`config.mk`:
```
export PLATFORM = sky130hd
export DESIGN_NAME = baud_tick_div
export DESIGN_NICKNAME = d
export VERILOG_FILES = /design/src/rtl/baud_pkg.sv /design/src/rtl/baud_frac_accum.sv /design/src/rtl/baud_down_counter.sv /design/src/rtl/baud_tick_div.sv
export SDC_FILE = /design/constraint.sdc
export NUM_CORES = 1
export LEC_CHECK = 0
export BUFFER_PORTS_ARGS = -buffer_cell sky130_fd_sc_hd__buf_2
export CORE_UTILIZATION = 47
export DETAILED_ROUTE_END_ITERATION = 10
export GPL_TIMING_DRIVEN = 0
export PLACE_DENSITY = 0.72
export SLEW_MARGIN = 20
export SYNTH_ARGS = -nofsm -noshare
export SYNTH_HDL_FRONTEND = slang
export SYNTH_HIERARCHICAL = 1
export SYNTH_SLANG_ARGS = --single-unit
export TNS_END_PERCENT = 10
```
`constraint.sdc`:
```
create_clock -name clk -period 2.4 [get_ports clk]
set_clock_uncertainty 0.1 [all_clocks]
set_input_delay 0.24 -clock clk [delete_from_list [all_inputs] [get_ports clk]]
set_output_delay 0.24 -clock clk [all_outputs]
set_load 0.05 [all_outputs]
```
`src/rtl/baud_pkg.sv`:
```
package baud_pkg;
  // counter must hold the largest integer divisor plus the carry stretch
  function automatic int cnt_width(input int iw);
    return iw + 1;
  endfunction
endpackage

```
`src/rtl/baud_frac_accum.sv`:
```
module baud_frac_accum #(
  parameter int FW = 4
) (
  input  logic          clk,
  input  logic          rst_n,
  input  logic          en,
  input  logic          reload,
  input  logic [FW-1:0] frac,
  output logic          carry
);
  logic [FW-1:0] phase_q;
  logic [FW:0]   sum;

  assign sum   = {1'b0, phase_q} + {1'b0, frac};
  assign carry = sum[FW];

  always_ff @(posedge clk or negedge rst_n) begin
    if (!rst_n)      phase_q <= '0;
    else if (!en)    phase_q <= '0;
    else if (reload) phase_q <= sum[FW-1:0];
  end
endmodule

```
`src/rtl/baud_down_counter.sv`:
```
module baud_down_counter #(
  parameter int CW = 5
) (
  input  logic          clk,
  input  logic          rst_n,
  input  logic          en,
  input  logic [CW-1:0] load_val,
  output logic          reload,
  output logic          tick,
  output logic [CW-1:0] cnt_o
);
  logic [CW-1:0] cnt_q;
  logic          run_q;

  assign tick   = run_q && (cnt_q == '0);
  assign reload = en && (!run_q || (cnt_q == '0));
  assign cnt_o  = cnt_q;

  always_ff @(posedge clk or negedge rst_n) begin
    if (!rst_n) begin
      cnt_q <= '0;
      run_q <= 1'b0;
    end else if (!en) begin
      cnt_q <= '0;
      run_q <= 1'b0;
    end else if (reload) begin
      cnt_q <= load_val;
      run_q <= 1'b1;
    end else begin
      cnt_q <= cnt_q - 1'b1;
    end
  end
endmodule

```
`src/rtl/baud_tick_div.sv`:
```
module baud_tick_div #(
  parameter int IW = 4,
  parameter int FW = 4
) (
  input  logic          clk,
  input  logic          rst_n,
  input  logic          en,
  input  logic [IW-1:0] int_div,
  input  logic [FW-1:0] frac_sel,
  output logic          tick
);
  import baud_pkg::*;
  localparam int CW = cnt_width(IW);

  logic          carry;
  logic          reload;
  logic [CW-1:0] load_val;
  logic [CW-1:0] cnt_w;

  assign load_val = {1'b0, int_div} + {{(CW-1){1'b0}}, carry};

  baud_frac_accum #(.FW(FW)) u_accum (
    .clk    (clk),
    .rst_n  (rst_n),
    .en     (en),
    .reload (reload),
    .frac   (frac_sel),
    .carry  (carry)
  );

  baud_down_counter #(.CW(CW)) u_cnt (
    .clk      (clk),
    .rst_n    (rst_n),
    .en       (en),
    .load_val (load_val),
    .reload   (reload),
    .tick     (tick),
    .cnt_o    (cnt_w)
  );
endmodule

```
======== Word-level counts from Yosys, hierarchy flattened ========
Index checks and enable logic that the tools add are counted.
cells by class
  add/sub/neg operators ................... 3
  eq/ne operators ......................... 1
  muxes and demuxes ....................... 6
  reductions and logical operators ........ 5
operators with widths
  kind                 number
  $mux 5               2
  $mux 4               2
  $add 4x1->5          1
  $add 4x4->5          1
  $logic_not 5->1      1
  $sub 5x1->5 const B  1
  $logic_and 1x1->1    2
  $mux 1               2
  $ne 2x1->1 const B   1
  $logic_not 1->1      1
  $logic_or 1x1->1     1
storage, ports and cells
  register bits after elaboration ......... 10
  bits of input ports ..................... 11
  output and inout port bits .............. 1
  word-level logic and storage cells ...... 18

======== Depth between registers and ports, before layout ========
Gate-level depths: netlist (run 1).
  word-level depth ........................ 5
  depth in mapped cells ................... 9
  depth with buffers taken out ............ 9

======== Modules after synthesis ========
The synthesis (run 1) kept the hierarchy.
by module, submodules not included
  module             times used  cells an instance  area each (sq um)  sequential area each (sq um)
  baud_down_counter  1           35                 321.6              150.1
  baud_frac_accum    1           27                 300.3              100.1
  baud_tick_div      1           6                  60.1               0.0

======== Least setup slack after synthesis (run 1) ========
OpenSTA, ideal clock, no wires.
  path kind ............................... reg2reg
  from .................................... reg u_accum.phase_q[0]
  to ...................................... reg u_cnt.cnt_q[2] (netlist: u_cnt/cnt_o[2])
  library setup time ...................... 0.099 ns
  data arrival time ....................... 2.089 ns
  data required time ...................... 2.201 ns
  slack ................................... 0.111 ns
  cell stages (with the launch flop) ...... 10
  buffers on the path ..................... 0
  clock period less this slack ............ 2.289 ns
  path through ............................ dfrtp_1 ha_1 fa_1 a21o_1 a21o_1 ha_1 ha_1 xor2_1 a21oi_1 a311oi_1
on the way
  longest elaborated chain between the ends .. 4
ends and longest elaborated chain
  item                      RTL line                 source
  start: declaration        baud_frac_accum.sv:11    logic [FW-1:0] phase_q;
  start signal: assignment  baud_frac_accum.sv:20    else if (reload) phase_q <= sum[FW-1:0];
  $add 4x4->5               baud_frac_accum.sv:14    assign sum = {1'b0, phase_q} + {1'b0, frac};
  net carry                 baud_tick_div.sv:15      logic carry;
  $add 4x1->5               baud_tick_div.sv:20      assign load_val = {1'b0, int_div} + {{(CW-1){1'b0}}, carry};
  net load_val[2]           baud_tick_div.sv:17      logic [CW-1:0] load_val;
  $mux 5                    baud_down_counter.sv:26  end else if (reload) begin
  $mux 5                    baud_down_counter.sv:23  end else if (!en) begin
  end signal: assignment    baud_down_counter.sv:27  cnt_q <= load_val;
  end signal: assignment    baud_down_counter.sv:30  cnt_q <= cnt_q - 1'b1;
  end: declaration          baud_down_counter.sv:12  logic [CW-1:0] cnt_q;
The timed path passes the listed nets, and every way through them passes these cells.
A chain may end at the register's enable or synchronous reset.

======== Worst setup path after layout (run 1) ========
  from .................................... reg u_accum.phase_q[0]
  to ...................................... reg u_cnt.cnt_q[4] (netlist: u_cnt/cnt_o[4])
Same word-level chain as after synthesis.

==> flow_summary_export.csv, run 1 <==
group,metric,value,unit
timing,final_max_slew_viol_count,0,
cts,clk_path_buf_depth,2,
critical_path,cp_slowest_stage_delay,390,ps
critical_path,crit_chain,"ha_2, fa_2, a21o_1, a21o_1, ha_1, ha_1, and3_2, o21ai_0, a21oi_1",
power_and_ir_drop,p_total,525,µW
route,drc,0,
die,die_y,40.1,µm
cells_and_area,diodes,0,
yosys,synth_top_cell_by_area,"dfrtp_1",
cells_and_area,area_growth,18.3,%
power_and_ir_drop,power_density,651,nW/µm²
grt,grt_pass1_wl,1880,µm
yosys,ys_seq_area_share,36.7,%
yosys,syn_nets,87,
yosys,async_flop_share,100,%
yosys,synth_edf_count,0,
placed_design,numPortBuffers,11,
route,drt-total-wl,1300,µm
die,num_rows,13,
cts,post-cts-setup-buffers,0,
power_and_ir_drop,cellLeakagePower,0.000413,µW
timing,max_freq,435,MHz
cells_and_area,layout.nets,104,
power_and_ir_drop,max-vdd-ir-drop,0.000395,V
timing,fin_ws,100,ps
min_path,hp-class,"input pin to flip-flop",
yosys,ys_types,29,
timing,finalSetupViolations,0,
placed_design,gp_congestion,0.717,
job,cap_violations,0,
cells_and_area,drive_gt1_share,25.0,%
critical_path,cpMaxStageDelayCell,"dfrtp_1",
route,wl_per_cell,13.1,µm
yosys,yosys_warnings,6,
timing,maxSlewHeadroom,64.1,%
yosys,synth_common_cells,"dfrtp_1, a21oi_1, ha_1",
critical_path,critPathKind,"flip-flop to flip-flop",
yosys,ys.flop_type,"dfrtp_1",
die,die_x,40.1,µm
placed_design,pre_cts_slack,-50.6,ps
yosys,syn_area_per_cell,10.0,µm²
power_and_ir_drop,p_int,360,µW
cts,clock_latency,260,ps
critical_path,cp-end-kind,"flip-flop",
timing,tightest_slew,531,ps
timing,period_minus_slack,2300,ps
grt,grt.total_usage,18.3,%
cts,root_buffer,"clkbuf_4",
power_and_ir_drop,p_sw,165,µW
die,die-area,1610,µm²
yosys,synth_cells,68,
timing,finalCritPeriodShare,95.8,%
cts,cts_tree,"done",
cts,cts_buffers,3,
cts,cts_max_level,1,
power_and_ir_drop,clock_power_share,28.8,%
route,via_count,562,
yosys,yosysTopAreaCellShare,36.7,%
yosys,ys_ff_latch,10,
die,initial_core_util,51.8,%
route,final_antenna_net_count,0,
grt,grt_overflow_total,0,
timing,final-hold-violation-count,0,
route,viasPerCell,5.68,
power_and_ir_drop,switching_share,31.5,%
yosys,syn-cell-area,682,µm²
placed_design,hpwl,994,µm
route,firstDrtPassIters,4,
critical_path,start_kind,"flip-flop",
power_and_ir_drop,power_frac_seq,39.2,%
route,drtIter0Drc,12,
grt,grt_max_degree,11,
yosys,synth.area.top_cells,"dfrtp_1, ha_1, a21oi_1, xnor2_1, inv_1",
critical_path,critPathRequiredTime,2440,ps
critical_path,worstPathArrival,2330,ps
status,outcome,"finished, final reports clean",
die,core,1320,µm²
die,io_pins,12,
cts,clk_pin_slew,70,ps
yosys,synth_most_common_cell,"dfrtp_1",
critical_path,crit_path_max_fanout,2,
grt,antenna_found_initial,0,
cts,cts_num_sinks,10,
grt,grt_pass1_vias,483,
power_and_ir_drop,p_comb_share,32.0,%
cells by family after synthesis:
logic type	Yosys count	synth area share, %
AOI/OAI and AO/OA	18	17.1
xor gates and xnor gates	5	6.42
adders and majority gates	8	15.8
buffers and inverters	10	6.79
DFF	10	36.7
muxes	2	2.94
and+or+nand+nor	15	14.3
what timing repair did:
item | CTS | global route
hold buffers | 1 | 0
gates cloned | 0 | 0
endpoints found under the setup margin | 1 | 1
hold endpoints to repair | 10 | 0
pin swaps | 0 | 2
resized for setup | 1 | 1
final timing paths:
path,from,end,slack (ps),depth (start not counted)
min reg2reg,u_accum/phase_q[2]$_DFFE_PN0P_,u_accum/phase_q[2]$_DFFE_PN0P_,430,1
max,u_accum/phase_q[0]$_DFFE_PN0P_,u_cnt/cnt_o[4]$_DFF_PN0_,100,9
max in group asynchronous,rst_n,u_cnt/cnt_o[1]$_DFF_PN0_,1750,2
min in group asynchronous,rst_n,u_accum/phase_q[1]$_DFFE_PN0P_,260,2
max reg2reg,u_accum/phase_q[0]$_DFFE_PN0P_,u_cnt/cnt_o[4]$_DFF_PN0_,100,9
min,en,u_cnt/run_q$_DFFE_PN0P_,150,2
sequential cells by signal, summed over array words and instances (netlist names):
signal,count
u_accum/phase_q,4
u_cnt/cnt_o,5
u_cnt/run_q,1
area by class of cell:
cell class | instances | area [µm²]
inverter | 6 | 22.5
fill | 116 | 510
clock buffer | 4 | 36.3
tap | 15 | 18.8
multi-input combinational | 48 | 390
sequential | 10 | 250
timing repair buffer | 12 | 65.1
buffer | 4 | 23.8
placed cells by master, fill, tap and decap left out, types with 2 or more instances in the layout:
cell | synthesis | layout
o21ai_0 | 3 | 3
a311oi_1 | 2 | 2
clkbuf_4 | 0 | 3
and3_1 | 2 | 2
nand3_1 | 2 | 2
buf_2 | 0 | 11
dfrtp_1 | 10 | 10
inv_1 | 6 | 6
a21o_1 | 2 | 2
nor2b_1 | 2 | 2
a21oi_1 | 8 | 8
xnor2_1 | 4 | 4
mux2i_1 | 2 | 2
ha_1 | 7 | 6
clkbuf_1 | 2 | 2
worst max-delay path, delay by kind of cell, from the launching register on:
family          cells  cell delay [ps]
flops               1              390
simple gates        1              180
fa+ha+maj           4              950
compound gates      4              560
per-stage QoR:
step                area [µm²]  utilization [%]  hold slack, ps  TNS, ps  std cells
floorplan                  682                -            -156        0         68
global route               807             61.3             142    -8.07         99
CTS                        805             61.1             147        0         99
global placement           756             57.4            12.6    -14.4         94
finish                     807             61.3             155        0         99
detailed placement         756             57.4            13.0    -50.6         94
power by group through the flow:
stage | clock (µW) | combinational [µW] | sequential, µW
floorplan | 0 | 127 | 204
global placement | 0 | 161 | 206
detailed placement | 0 | 167 | 207
CTS | 156 | 169 | 205
global route | 164 | 188 | 208
finish | 151 | 168 | 206
layer usage:
metal	part of all wire (%)	global-route usage, %	up-vias
met5	0	0	-
met4	0.77	7.76	0
met3	3.3	5.00	2
met2	56	35.1	8
met1	40	17.9	274
li1	-	-	278
(Power assumes the default switching activity.)
==> run 2: changes to the inputs <==
- CORE_UTILIZATION: 47 -> 48
- PLACE_DENSITY: 0.72 -> 0.76
- SYNTH_HIERARCHICAL: 1 -> not set
==> flow_summary_export.csv, run 2 <==
group,metric,value,unit
status,outcome,"finished, final reports clean",
critical_path,cp-end-kind,"output port",
grt,grt_pass1_vias,468,
grt,grt_max_degree,11,
power_and_ir_drop,power_frac_seq,37.8,%
cells_and_area,largest_reg_flops,5,
yosys,synth_common_cells,"dfrtp_1, ha_1, inv_1",
critical_path,worstPathArrival,1900,ps
yosys,ys_ff_latch,10,
die,core,1330,µm²
timing,tns,0,ps
timing,final_max_slew_viol_count,0,
yosys,synth.area.top_cells,"dfrtp_1, ha_1, a21oi_1, inv_1, o21ai_0",
timing,max_freq,446,MHz
grt,grt_pass1_wl,2020,µm
cells_and_area,diodes,0,
cells_and_area,fin_util,62.4,%
power_and_ir_drop,p_int,393,µW
yosys,ys_seq_area_share,35.7,%
die,die_x,40.2,µm
cells_and_area,area_growth,18.5,%
yosys,syn_nets,87,
critical_path,critPathKind,"flip-flop to output port",
timing,grt_setup_unrepaired,"no",
route,drc,0,
yosys,synth_edf_count,0,
cts,cts_max_level,1,
cells_and_area,drive_gt1_share,28.6,%
cts,clk_path_buf_depth,2,
cells_and_area,layout.nets,104,
die,die-area,1620,µm²
yosys,yosysTopAreaCellShare,35.7,%
cts,root_buffer,"clkbuf_4",
die,num_rows,13,
yosys,ys.flop_type,"dfrtp_1",
cells_and_area,final_cell_mix,"buf_2, dfrtp_1, inv_1",
timing,final-hold-violation-count,0,
power_and_ir_drop,max-vdd-ir-drop,0.000532,V
power_and_ir_drop,clock_power_share,25.9,%
cts,clk_pin_slew,70,ps
die,initial_core_util,52.6,%
cts,cts_num_sinks,10,
yosys,syn-cell-area,702,µm²
timing,finalCritPeriodShare,93.5,%
die,die_y,40.2,µm
yosys,ys_types,28,
job,cap_violations,0,
route,viasPerCell,5.79,
cts,cts_tree,"done",
power_and_ir_drop,p_sw,197,µW
cts,clock_latency,270,ps
power_and_ir_drop,switching_share,33.4,%
critical_path,critPathRequiredTime,2060,ps
grt,grt.total_usage,20.1,%
critical_path,crit_path_max_fanout,10,
power_and_ir_drop,cellLeakagePower,0.000387,µW
route,firstDrtPassIters,4,
placed_design,pre_cts_slack,87.5,ps
critical_path,start_kind,"flip-flop",
route,drt-total-wl,1340,µm
route,via_count,573,
route,wl_per_cell,13.6,µm
yosys,yosys_warnings,0,
cts,cts_buffers,3,
yosys,synth_top_cell_by_area,"dfrtp_1",
grt,antenna_found_initial,0,
min_path,hp-class,"input pin to flip-flop",
timing,period_minus_slack,2240,ps
timing,tightest_slew,454,ps
timing,fin_ws,157,ps
cts,post-cts-setup-buffers,0,
yosys,async_flop_share,100,%
yosys,synth_cells,68,
placed_design,numPortBuffers,11,
yosys,syn_area_per_cell,10.3,µm²
route,drtIter0Drc,8,
cells_and_area,layout_commonest_cell,"buf_2",
timing,finalSetupViolations,0,
yosys,synth_most_common_cell,"dfrtp_1",
power_and_ir_drop,p_comb_share,36.3,%
route,final_antenna_net_count,0,
placed_design,hpwl,1040,µm
power_and_ir_drop,power_density,710,nW/µm²
timing,maxSlewHeadroom,69.8,%
placed_design,gp_congestion,0.723,
grt,grt_overflow_total,0,
die,io_pins,12,
[run 2: area by class of cell]
class | count | area, µm²
Sequential cell | 10 | 250
Timing Repair Buffer | 12 | 65.1
Inverter | 7 | 26.3
Buffer | 3 | 18.8
Clock buffer | 4 | 36.3
Fill cell | 119 | 502
Tap cell | 15 | 18.8
Multi-Input combinational cell | 48 | 417
[run 2: kinds of logic (layout without fill, tap and decap cells)]
family          after synthesis  in the layout  share of synthesized area [%]
flops                        10             10                           35.7
xor+xnor                      3              3                           3.74
buf+inv                      10             26                           6.42
simple gates                 16             16                           16.9
fa+ha+maj                     8              8                           15.3
compound gates               21             21                           21.9
[run 2: what timing repair did]
item                                    CTS  global route
hold buffers                              1             0
hold endpoints to repair                 10             0
endpoints found under the setup margin    0             1
gates resized for setup                   0             4
[run 2: path summary, 6_finish.rpt]
path,from,end,slack (ps),cells past startpoint
worst max-delay path,u_cnt.cnt_o[0]$_DFF_PN0_,tick,160,6
worst min-delay path,en,u_cnt.run_q$_DFFE_PN0P_,140,2
worst max register to register,u_accum.phase_q[0]$_DFFE_PN0P_,u_cnt.cnt_o[2]$_DFF_PN0_,160,11
worst min register to register,u_cnt.cnt_o[0]$_DFF_PN0_,u_cnt.cnt_o[0]$_DFF_PN0_,430,1
max in group asynchronous,rst_n,u_accum.phase_q[2]$_DFFE_PN0P_,1760,2
min in group asynchronous,rst_n,u_cnt.cnt_o[2]$_DFF_PN0_,250,2
[run 2: layer usage]
| layer | vias up | GRT usage [%] | share of wire [%] |
|---|---|---|---|
| li1 | 287 | - | - |
| met1 | 265 | 25.2 | 45 |
| met2 | 19 | 30.6 | 46 |
| met3 | 2 | 10.0 | 8.4 |
| met4 | 0 | 5.00 | 0.74 |
| met5 | - | 0 | 0 |
[run 2: stage by stage]
stage          hold WS [ps]  power [µW]  instance area [µm²]  cells
5_1_grt                 125         634                  832     99
3_3_place_gp           8.45         429                  776     94
6_report                137         591                  832     99
4_1_cts                 125         594                  822     99
2_1_floorplan          -156         385                  702     68
3_5_place_dp           11.0         437                  776     94
[run 2: worst max-delay path, stage by stage, from the launching register on]
cell     delay (ps)
dfrtp_1         410
inv_1            70
ha_1            190
or4b_4          470
buf_6           160
nor2_1           70
buf_2           260
[run 2: power by group through the flow]
stage	combinational [µW]	sequential (µW)	clock (µW)
after floorplan	166	219	0
after global placement	205	224	0
after detailed placement	210	226	0
after CTS	213	223	158
after global routing	242	226	165
final	214	223	153
